File: src/rtl/dals_pkg.sv
`timescale 1ns/1ps
package dals_pkg;
  localparam int unsigned SPAN_W = 16;
  typedef logic [SPAN_W-1:0] span_t;

  function automatic span_t sat_inc(input span_t v);
    return (v == '1) ? v : v + span_t'(1);
  endfunction
endpackage

File: src/rtl/dals_period_meter.sv
`timescale 1ns/1ps
module dals_period_meter
  import dals_pkg::*;
(
  input  logic  clk_i,
  input  logic  rst_ni,
  input  logic  mark_i,
  output span_t elapsed_o,
  output span_t period_o,
  output logic  armed_o
);
  span_t run_q, run_d, per_q, per_d;
  logic  seen_q, seen_d, armed_q, armed_d;

  always_comb begin
    run_d   = mark_i ? span_t'(1) : sat_inc(run_q);
    per_d   = per_q;
    seen_d  = seen_q | mark_i;
    armed_d = armed_q;
    if (mark_i && seen_q) begin
      per_d   = run_q;
      armed_d = 1'b1;
    end
  end

  always_ff @(posedge clk_i or negedge rst_ni) begin
    if (!rst_ni) begin
      run_q   <= '0;
      per_q   <= '0;
      seen_q  <= 1'b0;
      armed_q <= 1'b0;
    end else begin
      run_q   <= run_d;
      per_q   <= per_d;
      seen_q  <= seen_d;
      armed_q <= armed_d;
    end
  end

  assign elapsed_o = run_q;
  assign period_o  = per_q;
  assign armed_o   = armed_q;
endmodule

File: src/rtl/dals_sclk_meter.sv
`timescale 1ns/1ps
module dals_sclk_meter
  import dals_pkg::*;
#(
  parameter int unsigned DEF_SCLK = 8
) (
  input  logic  clk_i,
  input  logic  rst_ni,
  input  logic  tick_i,
  output span_t sclk_per_o
);
  span_t run_q, run_d, gap_q, gap_d;
  logic  seen_q, seen_d, ok_q, ok_d;

  always_comb begin
    run_d  = tick_i ? span_t'(1) : sat_inc(run_q);
    gap_d  = gap_q;
    seen_d = seen_q | tick_i;
    ok_d   = ok_q;
    if (tick_i && seen_q) begin
      gap_d = run_q;
      ok_d  = 1'b1;
    end
  end

  always_ff @(posedge clk_i or negedge rst_ni) begin
    if (!rst_ni) begin
      run_q  <= '0;
      gap_q  <= '0;
      seen_q <= 1'b0;
      ok_q   <= 1'b0;
    end else begin
      run_q  <= run_d;
      gap_q  <= gap_d;
      seen_q <= seen_d;
      ok_q   <= ok_d;
    end
  end

  assign sclk_per_o = ok_q ? gap_q : span_t'(DEF_SCLK);
endmodule

File: src/rtl/dals_adv_hold.sv
`timescale 1ns/1ps
module dals_adv_hold #(
  parameter int unsigned ADV_W = 5
) (
  input  logic             clk_i,
  input  logic             rst_ni,
  input  logic [ADV_W-1:0] adv_i,
  input  logic             powered_i,
  output logic [ADV_W-1:0] adv_o
);
  logic [ADV_W-1:0] adv_q, adv_d;
  logic             cap_en;

  assign cap_en = ~powered_i;

  always_comb begin
    adv_d = adv_q;
    if (cap_en) adv_d = adv_i;
  end

  always_ff @(posedge clk_i or negedge rst_ni) begin
    if (!rst_ni) adv_q <= '0;
    else         adv_q <= adv_d;
  end

  assign adv_o = adv_q;
endmodule

File: src/rtl/dals_strobe_gen.sv
`timescale 1ns/1ps
module dals_strobe_gen
  import dals_pkg::*;
#(
  parameter int unsigned ADV_W     = 5,
  parameter int unsigned STEP_LOG2 = 3
) (
  input  logic             clk_i,
  input  logic             rst_ni,
  input  logic             mark_i,
  input  span_t            elapsed_i,
  input  span_t            period_i,
  input  logic             armed_i,
  input  span_t            sclk_per_i,
  input  logic [ADV_W-1:0] adv_i,
  output logic             load_o
);
  localparam int unsigned LW = SPAN_W + 1;

  span_t         cnt_q, cnt_d, lim, lead_eff;
  logic [LW-1:0] lead_w, adv_w;
  logic          fired_q, fired_d, fire;

  always_comb begin
    adv_w    = {{(LW-ADV_W){1'b0}}, adv_i};
    lead_w   = {1'b0, sclk_per_i} + (adv_w << STEP_LOG2);
    lim      = period_i - span_t'(1);
    lead_eff = (lead_w > {1'b0, lim}) ? lim : lead_w[SPAN_W-1:0];
    fire     = armed_i & ~fired_q & (cnt_q == lead_eff);
  end

  always_comb begin
    cnt_d   = cnt_q;
    fired_d = fired_q | fire;
    if (mark_i) begin
      cnt_d   = elapsed_i - span_t'(1);
      fired_d = 1'b0;
    end else if (cnt_q != '0) begin
      cnt_d = cnt_q - span_t'(1);
    end
  end

  always_ff @(posedge clk_i or negedge rst_ni) begin
    if (!rst_ni) begin
      cnt_q   <= '0;
      fired_q <= 1'b0;
    end else begin
      cnt_q   <= cnt_d;
      fired_q <= fired_d;
    end
  end

  assign load_o = fire;
endmodule

File: src/rtl/dac_load_sched.sv
`timescale 1ns/1ps
module dac_load_sched
  import dals_pkg::*;
#(
  parameter int unsigned ADV_W     = 5,
  parameter int unsigned STEP_LOG2 = 3,
  parameter int unsigned DEF_SCLK  = 8,
  parameter int unsigned SYNC_LEN  = 2
) (
  input  logic             clk_i,
  input  logic             rst_ni,
  input  logic             sclk_en_i,
  input  logic             period_mark_i,
  input  logic [ADV_W-1:0] adv_i,
  input  logic             powered_i,
  output logic             load_o
);
  logic [SYNC_LEN-1:0] sync_q;
  logic                rst_sync_n;
  span_t               elapsed, period, sclk_per;
  logic                armed;
  logic [ADV_W-1:0]    adv_q;

  always_ff @(posedge clk_i or negedge rst_ni) begin
    if (!rst_ni) sync_q <= '0;
    else         sync_q <= {sync_q[SYNC_LEN-2:0], 1'b1};
  end
  assign rst_sync_n = sync_q[SYNC_LEN-1];

  dals_period_meter u_period (
    .clk_i(clk_i), .rst_ni(rst_sync_n), .mark_i(period_mark_i),
    .elapsed_o(elapsed), .period_o(period), .armed_o(armed)
  );

  dals_sclk_meter #(.DEF_SCLK(DEF_SCLK)) u_sclk (
    .clk_i(clk_i), .rst_ni(rst_sync_n), .tick_i(sclk_en_i),
    .sclk_per_o(sclk_per)
  );

  dals_adv_hold #(.ADV_W(ADV_W)) u_hold (
    .clk_i(clk_i), .rst_ni(rst_sync_n), .adv_i(adv_i),
    .powered_i(powered_i), .adv_o(adv_q)
  );

  dals_strobe_gen #(.ADV_W(ADV_W), .STEP_LOG2(STEP_LOG2)) u_gen (
    .clk_i(clk_i), .rst_ni(rst_sync_n), .mark_i(period_mark_i),
    .elapsed_i(elapsed), .period_i(period), .armed_i(armed),
    .sclk_per_i(sclk_per), .adv_i(adv_q), .load_o(load_o)
  );
endmodule

File: config.mk
export PLATFORM = sky130hd
export DESIGN_NAME = dac_load_sched
export DESIGN_NICKNAME = d
export VERILOG_FILES = /design/src/rtl/dals_pkg.sv /design/src/rtl/dals_period_meter.sv /design/src/rtl/dals_sclk_meter.sv /design/src/rtl/dals_adv_hold.sv /design/src/rtl/dals_strobe_gen.sv /design/src/rtl/dac_load_sched.sv
export SDC_FILE = /design/constraint.sdc
export NUM_CORES = 1
export LEC_CHECK = 0
export BUFFER_PORTS_ARGS = -buffer_cell sky130_fd_sc_hd__buf_2
export CAP_MARGIN = 20
export CORE_MARGIN = 8
export CORE_UTILIZATION = 23
export CTS_BUF_LIST = sky130_fd_sc_hd__clkbuf_4
export CTS_CLUSTER_SIZE = 30
export DETAILED_ROUTE_END_ITERATION = 8
export SLEW_MARGIN = 20
export SYNTH_ARGS = -nofsm -noshare
export SYNTH_HDL_FRONTEND = slang
export SYNTH_SLANG_ARGS = --single-unit
export TNS_END_PERCENT = 5
File: constraint.sdc
create_clock -name clk_i -period 6.7 [get_ports clk_i]
set_clock_uncertainty 0.15 [all_clocks]
set_input_delay 1.34 -clock clk_i [delete_from_list [all_inputs] [get_ports clk_i]]
set_output_delay 1.34 -clock clk_i [all_outputs]
set_load 0.005 [all_outputs]
==> results of run 1 <==
path summary, 6_finish.rpt:
path / slack (ns) / cells past startpoint / to / startpoint
setup / recovery: 0.21 / 16 / load_o / u_period.period_o[9]$_DFFE_PN0P_
hold / removal: 0.13 / 0 / u_sclk.run_q[14]$_DFFE_PN0P_ / sync_q[1]$_DFF_PN0_
setup reg to reg: 1.92 / 16 / u_gen.fired_q$_DFF_PN0_ / u_period.period_o[9]$_DFFE_PN0P_
hold reg to reg: 0.13 / 0 / u_sclk.run_q[14]$_DFFE_PN0P_ / sync_q[1]$_DFF_PN0_
max in group asynchronous: 5.14 / 1 / u_period.period_o[5]$_DFFE_PN0P_ / sync_q[1]$_DFF_PN0_
min in group clk_i: 0.22 / 0 / sync_q[1]$_DFF_PN0_ / sync_q[0]$_DFF_PN0_
placed cells by master (no fill, tap or decap), types with 18 or more instances in the layout:
| cell type | instances |
|---|---|
| mux2i_1 | 18 |
| dfrtp_1 | 88 |
| xor2_1 | 30 |
| nand2_1 | 40 |
| buf_4 | 22 |
| nand3_1 | 28 |
| nor2_1 | 77 |
| mux2_2 | 36 |
| ha_1 | 24 |
| a21oi_1 | 22 |
| nor3_1 | 19 |
| inv_1 | 28 |
| o21ai_0 | 24 |
| xnor2_1 | 32 |
Yosys cell counts, drive strengths merged, types with 7 or more instances:
| cell | instances |
|---|---|
| o2111ai | 8 |
| inv | 28 |
| or3 | 14 |
| nand2b | 8 |
| nor3 | 20 |
| xor2 | 30 |
| mux2i | 18 |
| and2 | 8 |
| nor4 | 11 |
| nor2b | 7 |
| nand2 | 42 |
| dfrtp | 92 |
| or4 | 8 |
| clkbuf | 35 |
| ha | 25 |
| nor2 | 78 |
| nand3 | 28 |
| xnor2 | 33 |
| a21oi | 24 |
| mux2 | 36 |
| nand4 | 16 |
| o21ai | 30 |
power breakdown:
part	internal (mW)	total (mW)	switching [mW]	leakage (nW)
Combinational	0.254	0.573	0.319	1.83
Clock	0.111	0.304	0.193	0.0621
Sequential	0.597	0.711	0.115	1.21
worst max-delay path, stage by stage (launching register included):
cell       delay (ns)
dfrtp_2          0.44
or4_4            0.57
or3_1            0.38
or3_4            0.40
xnor2_2          0.20
inv_1            0.07
ha_1             0.28
nand4_1          0.24
nor3_2           0.25
a211oi_2         0.10
buf_4            0.18
a21oi_4          0.24
nor2_1           0.17
a2111oi_4        0.34
nand4_1          0.18
nor4_4           0.32
buf_2            0.16
per-layer routing:
layer	vias up	track usage	wire [um]
met5	-	0	0
met4	0	0.0497	468
met3	28	0.0138	568
met2	108	0.159	8070
met1	2668	0.132	7820
li1	2615	-	-
final cells by class:
type,instances,share of cell area
Tap cell,378,0.0644
Antenna cell,1,0.000341
Timing Repair Buffer,33,0.0308
Inverter,28,0.0143
Multi-Input combinational cell,553,0.558
Sequential cell,92,0.315
Clock inverter,6,0.00886
Clock buffer,9,0.00920
registers in the layout, indices dropped and copies added, names as in the netlist:
register / flops
u_gen.cnt_q: 16
u_period.elapsed_o: 16
u_period.period_o: 16
u_sclk.gap_q: 16
u_sclk.run_q: 16
u_hold.adv_o: 5
sync_q: 2
u_gen.fired_q: 1
u_period.armed_o: 1
u_period.seen_q: 1
u_sclk.ok_q: 1
u_sclk.seen_q: 1
metrics by stage:
step,utilization,std cells,cell area [sq um]
after floorplan,-,712,6470
after detailed placement,0.251,1074,6950
after CTS,0.257,1089,7110
final,0.265,1100,7340
after global routing,0.265,1100,7340
after global placement,0.251,1074,6950
cells by family after synthesis:
family | share of synthesized area
flip-flops | 0.356
buffers and inverters | 0.0391
AND/OR/NAND/NOR | 0.213
AO/OA/AOI/OAI | 0.154
adder cells (fa/ha/maj) | 0.0515
other | 0.000580
multiplexers | 0.0905
XOR/XNOR | 0.0958
what timing repair did:
item | in CTS | in global routing
gates resized for setup | 7 | 37
buffers inserted | 0 | 10
pin swaps | 0 | 11
endpoints found under the setup margin | 1 | 1
==> flow_summary_export.csv, run 1 <==
group,metric,value,unit
yosys,syn_area_per_cell,9.08,sq um
sta,setup_tns,0,ns
place,dpl.hpwl,12600,um
die,num_io_pins,11,
die,die_area,33700,sq um
grt,antenna_found_initial,1,
grt,grt_pass1_vias,5061,
yosys,syn-cell-area,6470,sq um
clock_tree,htree_num_levels,3,
place,place_congestion,0.916,
grt,grt_start_max_net_pins,57,
setup_path,arrival,5.00,ns
setup_path,start_kind,"flip-flop",
cells_and_area,multiInputGateArea,4090,sq um
detailed_routing,drt_wl_total,16900,um
power_and_ir_drop,power,1.59,mW
grt,overflow,0,
grt,grt_util_all_layers,0.100,
power_and_ir_drop,p_per_area,216,nW/um^2
sta,hold_viol_final,0,
detailed_routing,ant_nets,0,
yosys,yosysTopAreaCell,"dfrtp_1",
yosys,synth-edff-count,0,
place,dp_slack,0.157,ns
clock_tree,clk_latency,0.48,ns
die,start_util,0.233,
die,chipHeight,184,um
detailed_routing,wl_per_cell,15.4,um
sta,finalMaxSlewViolations,0,
clock_tree,clk_pin_slew,0.15,ns
yosys,seq_area_frac_synth,0.356,
cells_and_area,seqCellArea,2310,sq um
setup_path,required,5.21,ns
clock_tree,cts_hold_buf,0,
yosys,synthArstFlopShare,1.00,
sta,fin_crit,6.49,ns
yosys,yosysWarnings,0,
yosys,synth-seq-cells,92,
clock_tree,root_buffer,"clkbuf_4",
die,std_cell_rows,61,
cells_and_area,layout-drive-gt1-share,0.180,
sta,tightest_slew,0.804,ns
clock_tree,cts.sinks,92,
clock_tree,tritoncts.num_buffers,9,
cells_and_area,n_fill_cell,2879,
clock_tree,cts_tree,"yes",
die,die_width,184,um
yosys,syn_inst,712,
sta,slew-limit-headroom,0.462,
detailed_routing,via_per_inst,4.93,
clock_tree,clockBufferDepth,2,
grt,grt_pass1_wl,27000,um
sta,min_period_over_period,0.968,
detailed_routing,drcViolationCount,0,
sta,holdWs,0.133,ns
setup_path,crit_fanout,8,
power_and_ir_drop,p_leak,3.10,nW
detailed_routing,via_count,5419,
sta,final.setup.worst_slack,0.214,ns
detailed_routing,drt_iter0_drc,360,
cells_and_area,syn_to_final_growth,13.5,%
yosys,synthesis.nets,748,
sta,max_clock_freq,0.154,GHz
yosys,synth_area_leaders,"dfrtp_1 36%, mux2_2 6.3%, ha_1 4.8%, nor2_1 4.5%, xnor2_1 4.5%",
die,coreArea,27700,sq um
power_and_ir_drop,ir_drop,0.0661,mV
yosys,synth.distinct_cells,69,
worst_hold_path,hp-class,"reg2async",
setup_path,cp-end-kind,"output pin",
cells_and_area,nets,753,
place,port_buffers,10,
yosys,synth_top_area_share,0.356,
setup_path,criticalPathCategory,"reg2out",
sta,setup_viol,0,
detailed_routing,dr.pass1.iters,6,
yosys,synthFlopType,"dfrtp_1",
run,drv_cap,0,
status,status,"finished, final reports clean",
Power figures use the tool's default switching activity.
==> run 2, diff against run 1 <==
CORE_UTILIZATION = 35   (was 23)
SYNTH_HIERARCHICAL = 1   (was not set)
==> run 2 against run 1 <==
Compared with the run above:
- sequential power decreased by 0.8%
- count of clock-buffer cells in the layout increased by 1
- clock power increased by 11%
- critical endpoint unchanged
- flip-flop and latch count unchanged
- worst hold slack improved by 0.043 ns
- synthesized cell count decreased by 0.84%
- final cell count decreased by 12%
==> flow_summary_export.csv, run 2 <==
group,metric,value,unit
status,status,"finished, final reports clean",
setup_path,ff2ff_setup_slack,1.70,ns
sta,finalMaxSlewViolations,0,
power_and_ir_drop,p_sw,617,uW
setup_path,criticalPathCategory,"reg2out",
grt,overflow,0,
setup_path,crit_fanout,9,
cells_and_area,layout-drive-gt1-share,0.213,
sta,hold_viol_final,0,
yosys,synthFlopType,"dfrtp_1",
sta,tightest_slew,0.884,ns
sta,fin_crit,6.53,ns
cells_and_area,n_fill_cell,1820,
place,port_buffers,10,
place,placedCellCount,931,
sta,rsz0062_at_grt,"yes",
sta,slew-limit-headroom,0.409,
grt,antenna_found_initial,1,
yosys,synth_common_cells,"92 x dfrtp_1, 61 x nor2_1, 41 x nand2_1",
clock_tree,clk_latency,0.45,ns
yosys,seq_area_frac_synth,0.355,
grt,met1_usage,0.198,
yosys,synth-edff-count,0,
setup_path,r2r-start,"u_sclk/ok_q$_DFFE_PN0P_",
run,drv_cap,0,
setup_path,ff2ff_path_depth,19,
die,start_util,0.352,
grt,grt_pass1_vias,5259,
setup_path,critPathTopFamily,"simple AND/OR/NAND/NOR gates",
cells_and_area,final_cells,969,
yosys,syn_area_per_cell,9.19,sq um
setup_path,slowest_stage,"dfrtp_2",
sta,holdWs,0.175,ns
grt,met3_usage,0.0170,
yosys,yosysTopAreaCell,"dfrtp_1",
setup_path,cp-end-kind,"output pin",
yosys,yosysWarnings,6,
die,coreArea,18500,sq um
yosys,synth.most_common_cell,"dfrtp_1",
power_and_ir_drop,p_leak,3.13,nW
clock_tree,cts.sinks,92,
cells_and_area,final_cell_mix,"90 x dfrtp_1, 58 x nor2_1, 40 x nand2_1",
cells_and_area,nets,765,
sta,setup_viol,0,
cells_and_area,layout_commonest_cell,"dfrtp_1",
power_and_ir_drop,p_int,1.03,mW
die,die_area,23200,sq um
yosys,synthArstFlopShare,1.00,
power_and_ir_drop,p_comb_frac,0.368,
detailed_routing,drcViolationCount,0,
place,dpl.hpwl,12500,um
detailed_routing,dr.pass1.iters,5,
yosys,synth_area_leaders,"dfrtp_1 35%, mux2_2 5.7%, ha_1 4.8%, nor2_1 3.5%, xor2_1 3.2%",
setup_path,start_kind,"flip-flop",
clock_tree,root_buffer,"clkbuf_4",
detailed_routing,via_count,5527,
detailed_routing,wl_per_cell,17.6,um
setup_path,critPathBufInv,6,
setup_path,worstReg2RegEnd,"u_gen/fired_q$_DFF_PN0_",
worst_hold_path,hp-class,"reg2async",
clock_tree,tritoncts.num_buffers,9,
grt,grt_util_all_layers,0.148,
grt,grt.busiest_layer,"met2",
yosys,synth-seq-cells,92,
sta,setup_tns,0,ns
power_and_ir_drop,swShare,0.374,
die,std_cell_rows,50,
clock_tree,htree_num_levels,3,
clock_tree,cts_tree,"yes",
power_and_ir_drop,p_per_area,226,nW/um^2
clock_tree,clk_pin_slew,0.15,ns
sta,min_period_over_period,0.975,
setup_path,cpMostUsedCell,"buf_4",
place,place_congestion,0.964,
die,die_width,152,um
detailed_routing,ant_nets,0,
die,chipHeight,152,um
yosys,syn_inst,706,
yosys,synth.distinct_cells,78,
detailed_routing,via_per_inst,5.70,
setup_path,cp_cell_sequence,"and2_1 > ha_1 > nor2b_2 > o31a_1 > o21ai_2 > xor2_1 > inv_1 > ha_1 > nand4_1 > buf_4 > nor4_4 > or2_4 > a21oi_2 > buf_6 > buf_4 > o22a_1 > nor3_2 > nor4bb_4 > buf_4 > and4_1 > buf_2",
power_and_ir_drop,p_seq_frac,0.427,
clock_tree,clockBufferDepth,2,
grt,grt_start_max_net_pins,47,
setup_path,slowest_delay,0.46,ns
grt,grt_pass1_wl,28200,um
power_and_ir_drop,clkPwrFrac,0.205,
clock_tree,cts_hold_buf,0,
detailed_routing,drt_wl_total,17100,um
setup_path,required,5.21,ns
yosys,syn-cell-area,6490,sq um
cells_and_area,syn_to_final_growth,12.2,%
yosys,synthesis.nets,742,
sta,max_clock_freq,0.153,GHz
detailed_routing,drt_iter0_drc,302,
setup_path,crit_cells,21,
grt,use_met2,0.234,
setup_path,arrival,5.04,ns
yosys,synth_top_area_share,0.355,
die,num_io_pins,11,
power_and_ir_drop,ir_drop,0.0733,mV
-- run 2: stage by stage --
step / area (sq um) / power, mW / utilization / setup slack, ns
3_5_place_dp: 6780 / 1.24 / 0.367 / 0.187
4_1_cts: 6980 / 1.59 / 0.378 / 0.00242
2_1_floorplan: 6490 / 1.08 / - / 1.04
5_1_grt: 7280 / 1.76 / 0.395 / -0.122
6_report: 7280 / 1.65 / 0.395 / 0.166
3_3_place_gp: 6780 / 1.24 / 0.367 / 0.383
-- run 2: worst max-delay path by stage --
stage / from / end
finish: u_sclk/ok_q$_DFFE_PN0P_ / load_o
global route: u_sclk/ok_q$_DFFE_PN0P_ / load_o
CTS: u_sclk/ok_q$_DFFE_PN0P_ / load_o
detailed placement: u_sclk/ok_q$_DFFE_PN0P_ / load_o
global placement: u_sclk/ok_q$_DFFE_PN0P_ / load_o
floorplan: u_sclk/ok_q$_DFFE_PN0P_ / load_o
-- run 2: layer usage --
| layer | part of all wire | vias up |
|---|---|---|
| met2 | 0.46 | 151 |
| met5 | 0 | - |
| met1 | 0.47 | 2671 |
| li1 | - | 2659 |
| met4 | 0.031 | 0 |
| met3 | 0.040 | 46 |
-- run 2: layout make-up --
type                    instances  area [sq um]  share of cell area
inverters                      25          93.8              0.0129
diodes                          2          5.00            0.000687
multi-input cells             561          4150               0.569
clock inverters                 5          77.6              0.0107
repair buffers                 40           287              0.0393
well taps                     234           293              0.0402
clock buffers                  10          75.1              0.0103
flip-flops and latches         92          2310               0.317
-- run 2: logic make-up (layout without fill, tap and decap cells) --
group / after synthesis / count (layout) / share of synthesized area
mux: 53 / 53 / 0.0881
xor+xnor: 48 / 48 / 0.0669
compound gates: 136 / 136 / 0.142
simple gates: 297 / 297 / 0.262
other cells: 1 / 3 / 0.000578
fa+ha+maj: 26 / 26 / 0.0513
buf+inv: 53 / 80 / 0.0347
flops: 92 / 92 / 0.355
-- run 2: repair_timing --
action	4_1_cts	5_1_grt
setup endpoints to repair	1	1
buffers inserted	3	18
pin swaps	3	22
resized for setup	8	39
-- run 2: power groups by stage --
stage	logic, mW	clock network, mW	registers (mW)
after global routing	0.667	0.376	0.716
final	0.607	0.337	0.705
after detailed placement	0.525	0	0.713
after global placement	0.530	0	0.714
after CTS	0.539	0.353	0.703
after floorplan	0.434	0	0.650
==> run 3, diff against run 2 <==
CELL_PAD_IN_SITES_DETAIL_PLACEMENT = 0   (was not set)
CELL_PAD_IN_SITES_GLOBAL_PLACEMENT = 1   (was not set)
PLACE_DENSITY_LB_ADDON = 0.1   (was not set)
==> run 3 against run 2 <==
Compared with the run above:
- non-clock buffer count decreased by 6
- first-iteration DRC count increased by 47%
- register-to-register slack improved by 0.12 ns
- total power increased by 4.0%
- routed wire length increased by 15%
- critical endpoint unchanged
==> flow_summary_export.csv, run 3 (synthesized netlist as in run 2, its figures left out) <==
group,metric,value,unit
setup_path,slowest_delay,0.47,ns
grt,grt_pass1_wl,31300,um
cells_and_area,final_cell_mix,"90 x dfrtp_1, 59 x nor2_1, 39 x nand2_1",
sta,setup_viol,0,
sta,min_period_over_period,0.967,
die,die_width,152,um
cells_and_area,syn_to_final_growth,12.2,%
power_and_ir_drop,p_int,1.03,mW
setup_path,cp-end-kind,"output pin",
grt,grt_util_all_layers,0.170,
setup_path,criticalPathCategory,"reg2out",
cells_and_area,layout_commonest_cell,"dfrtp_1",
grt,grt_start_max_net_pins,68,
die,die_area,23200,sq um
sta,slew-limit-headroom,0.355,
clock_tree,clk_latency,0.48,ns
setup_path,start_kind,"flip-flop",
setup_path,critPathTopFamily,"compound AO/OA/AOI/OAI gates",
sta,tightest_slew,0.960,ns
sta,final.setup.worst_slack,0.219,ns
power_and_ir_drop,p_comb_frac,0.361,
sta,holdWs,0.0866,ns
grt,grt_pass1_vias,5376,
setup_path,required,5.21,ns
setup_path,critPathBufInv,3,
place,placedCellCount,930,
sta,hold_viol_final,0,
worst_hold_path,hp-class,"reg2async",
grt,overflow,0,
clock_tree,tritoncts.num_buffers,9,
power_and_ir_drop,p_leak,3.10,nW
detailed_routing,ant_nets,0,
die,chipHeight,152,um
clock_tree,cts.sinks,92,
setup_path,slowest_stage,"dfrtp_2",
status,status,"finished, final reports clean",
detailed_routing,via_per_inst,5.85,
clock_tree,cts_hold_buf,0,
cells_and_area,multiInputGateArea,4180,sq um
power_and_ir_drop,clkPwrFrac,0.220,
place,port_buffers,10,
detailed_routing,drt_iter0_drc,445,
die,num_io_pins,11,
cells_and_area,layout-drive-gt1-share,0.207,
die,coreArea,18500,sq um
die,start_util,0.352,
run,drv_cap,0,
cells_and_area,nets,759,
clock_tree,clockBufferDepth,2,
power_and_ir_drop,p_seq_frac,0.419,
detailed_routing,drt_wl_total,19700,um
power_and_ir_drop,ir_drop,0.0798,mV
clock_tree,htree_num_levels,3,
setup_path,crit_fanout,8,
detailed_routing,drcViolationCount,0,
detailed_routing,dr.pass1.iters,5,
setup_path,cpMostUsedCell,"o21ai_2",
cells_and_area,n_fill_cell,1843,
grt,antenna_found_initial,1,
detailed_routing,via_count,5632,
setup_path,arrival,4.99,ns
power_and_ir_drop,p_per_area,235,nW/um^2
place,dp_slack,0.300,ns
clock_tree,root_buffer,"clkbuf_4",
clock_tree,clk_pin_slew,0.16,ns
power_and_ir_drop,swShare,0.398,
die,std_cell_rows,50,
power_and_ir_drop,p_sw,683,uW
sta,setup_tns,0,ns
clock_tree,cts_tree,"yes",
sta,fin_crit,6.48,ns
detailed_routing,wl_per_cell,20.4,um
place,dpl.hpwl,14600,um
cells_and_area,final_cells,963,
sta,max_clock_freq,0.154,GHz
cells_and_area,final_area,7280,sq um
place,placed_cell_area,6780,sq um
sta,finalMaxSlewViolations,0,
place,place_congestion,0.921,
setup_path,cp_cell_sequence,"and2_1 > ha_4 > o21ai_1 > o21ai_2 > o21ai_0 > or3_1 > xnor2_2 > ha_1 > nand4_1 > o21ai_2 > a211o_1 > o21ai_4 > buf_6 > buf_4 > o221ai_1 > a311o_1 > nor4_2 > and4_1 > buf_2",
cells_and_area,seqCellArea,2310,sq um
-- run 3: cell types whose count changed in the layout (fill, tap and decap cells not counted), sizes merged --
cell | previous run | this run
buf | 40 | 34
inv | 25 | 28
clkbuf | 10 | 9
clkinv | 2 | 1
diode | 2 | 1
-- run 3: layout make-up --
type,count,area share
tap,234,0.0402
antenna,1,0.000344
inverter,25,0.0129
clock inverter,7,0.0144
multi-input combinational,561,0.574
sequential,92,0.317
timing repair buffer,34,0.0323
clock buffer,9,0.00928
-- run 3: final timing paths --
| path | start | to | slack [ns] | cells past startpoint |
|---|---|---|---|---|
| setup / recovery | u_sclk/ok_q$_DFFE_PN0P_ | load_o | 0.22 | 19 |
| hold / removal | sync_q[1]$_DFF_PN0_ | u_sclk/run_q[14]$_DFFE_PN0P_ | 0.09 | 0 |
| setup reg to reg | u_sclk/ok_q$_DFFE_PN0P_ | u_gen/fired_q$_DFF_PN0_ | 1.82 | 16 |
| hold reg to reg | sync_q[1]$_DFF_PN0_ | u_sclk/run_q[14]$_DFFE_PN0P_ | 0.09 | 0 |
| max in group asynchronous | sync_q[1]$_DFF_PN0_ | u_sclk/ok_q$_DFFE_PN0P_ | 5.14 | 1 |
| min in group clk_i | sync_q[0]$_DFF_PN0_ | sync_q[1]$_DFF_PN0_ | 0.23 | 0 |
-- run 3: timing repair --
action / in CTS / in global routing
setup endpoints to repair: 1 / 1
pin swaps: 2 / 20
endpoints found under the hold margin: 0 / 0
resized for setup: 7 / 42
gates cloned: 0 / 1
buffers inserted: 3 / 12
-- run 3: routing by layer --
layer | global-route usage | vias to the layer above | part of all wire
li1 | - | 2653 | -
met1 | 0.237 | 2804 | 0.48
met2 | 0.261 | 140 | 0.46
met3 | 0.0267 | 35 | 0.035
met4 | 0.0600 | 0 | 0.027
met5 | 0 | - | 0
-- run 3: stage by stage --
step / util / power [mW]
finish: 0.395 / 1.71
floorplan: - / 1.08
global route: 0.395 / 1.82
CTS: 0.380 / 1.66
detailed placement: 0.367 / 1.27
global placement: 0.367 / 1.27
-- run 3: power by group through the flow --
stage	logic (mW)	clock network, mW	registers (mW)
2_1_floorplan	0.434	0	0.650
3_3_place_gp	0.548	0	0.726
3_5_place_dp	0.544	0	0.723
4_1_cts	0.551	0.398	0.713
5_1_grt	0.678	0.420	0.725
6_report	0.619	0.378	0.718
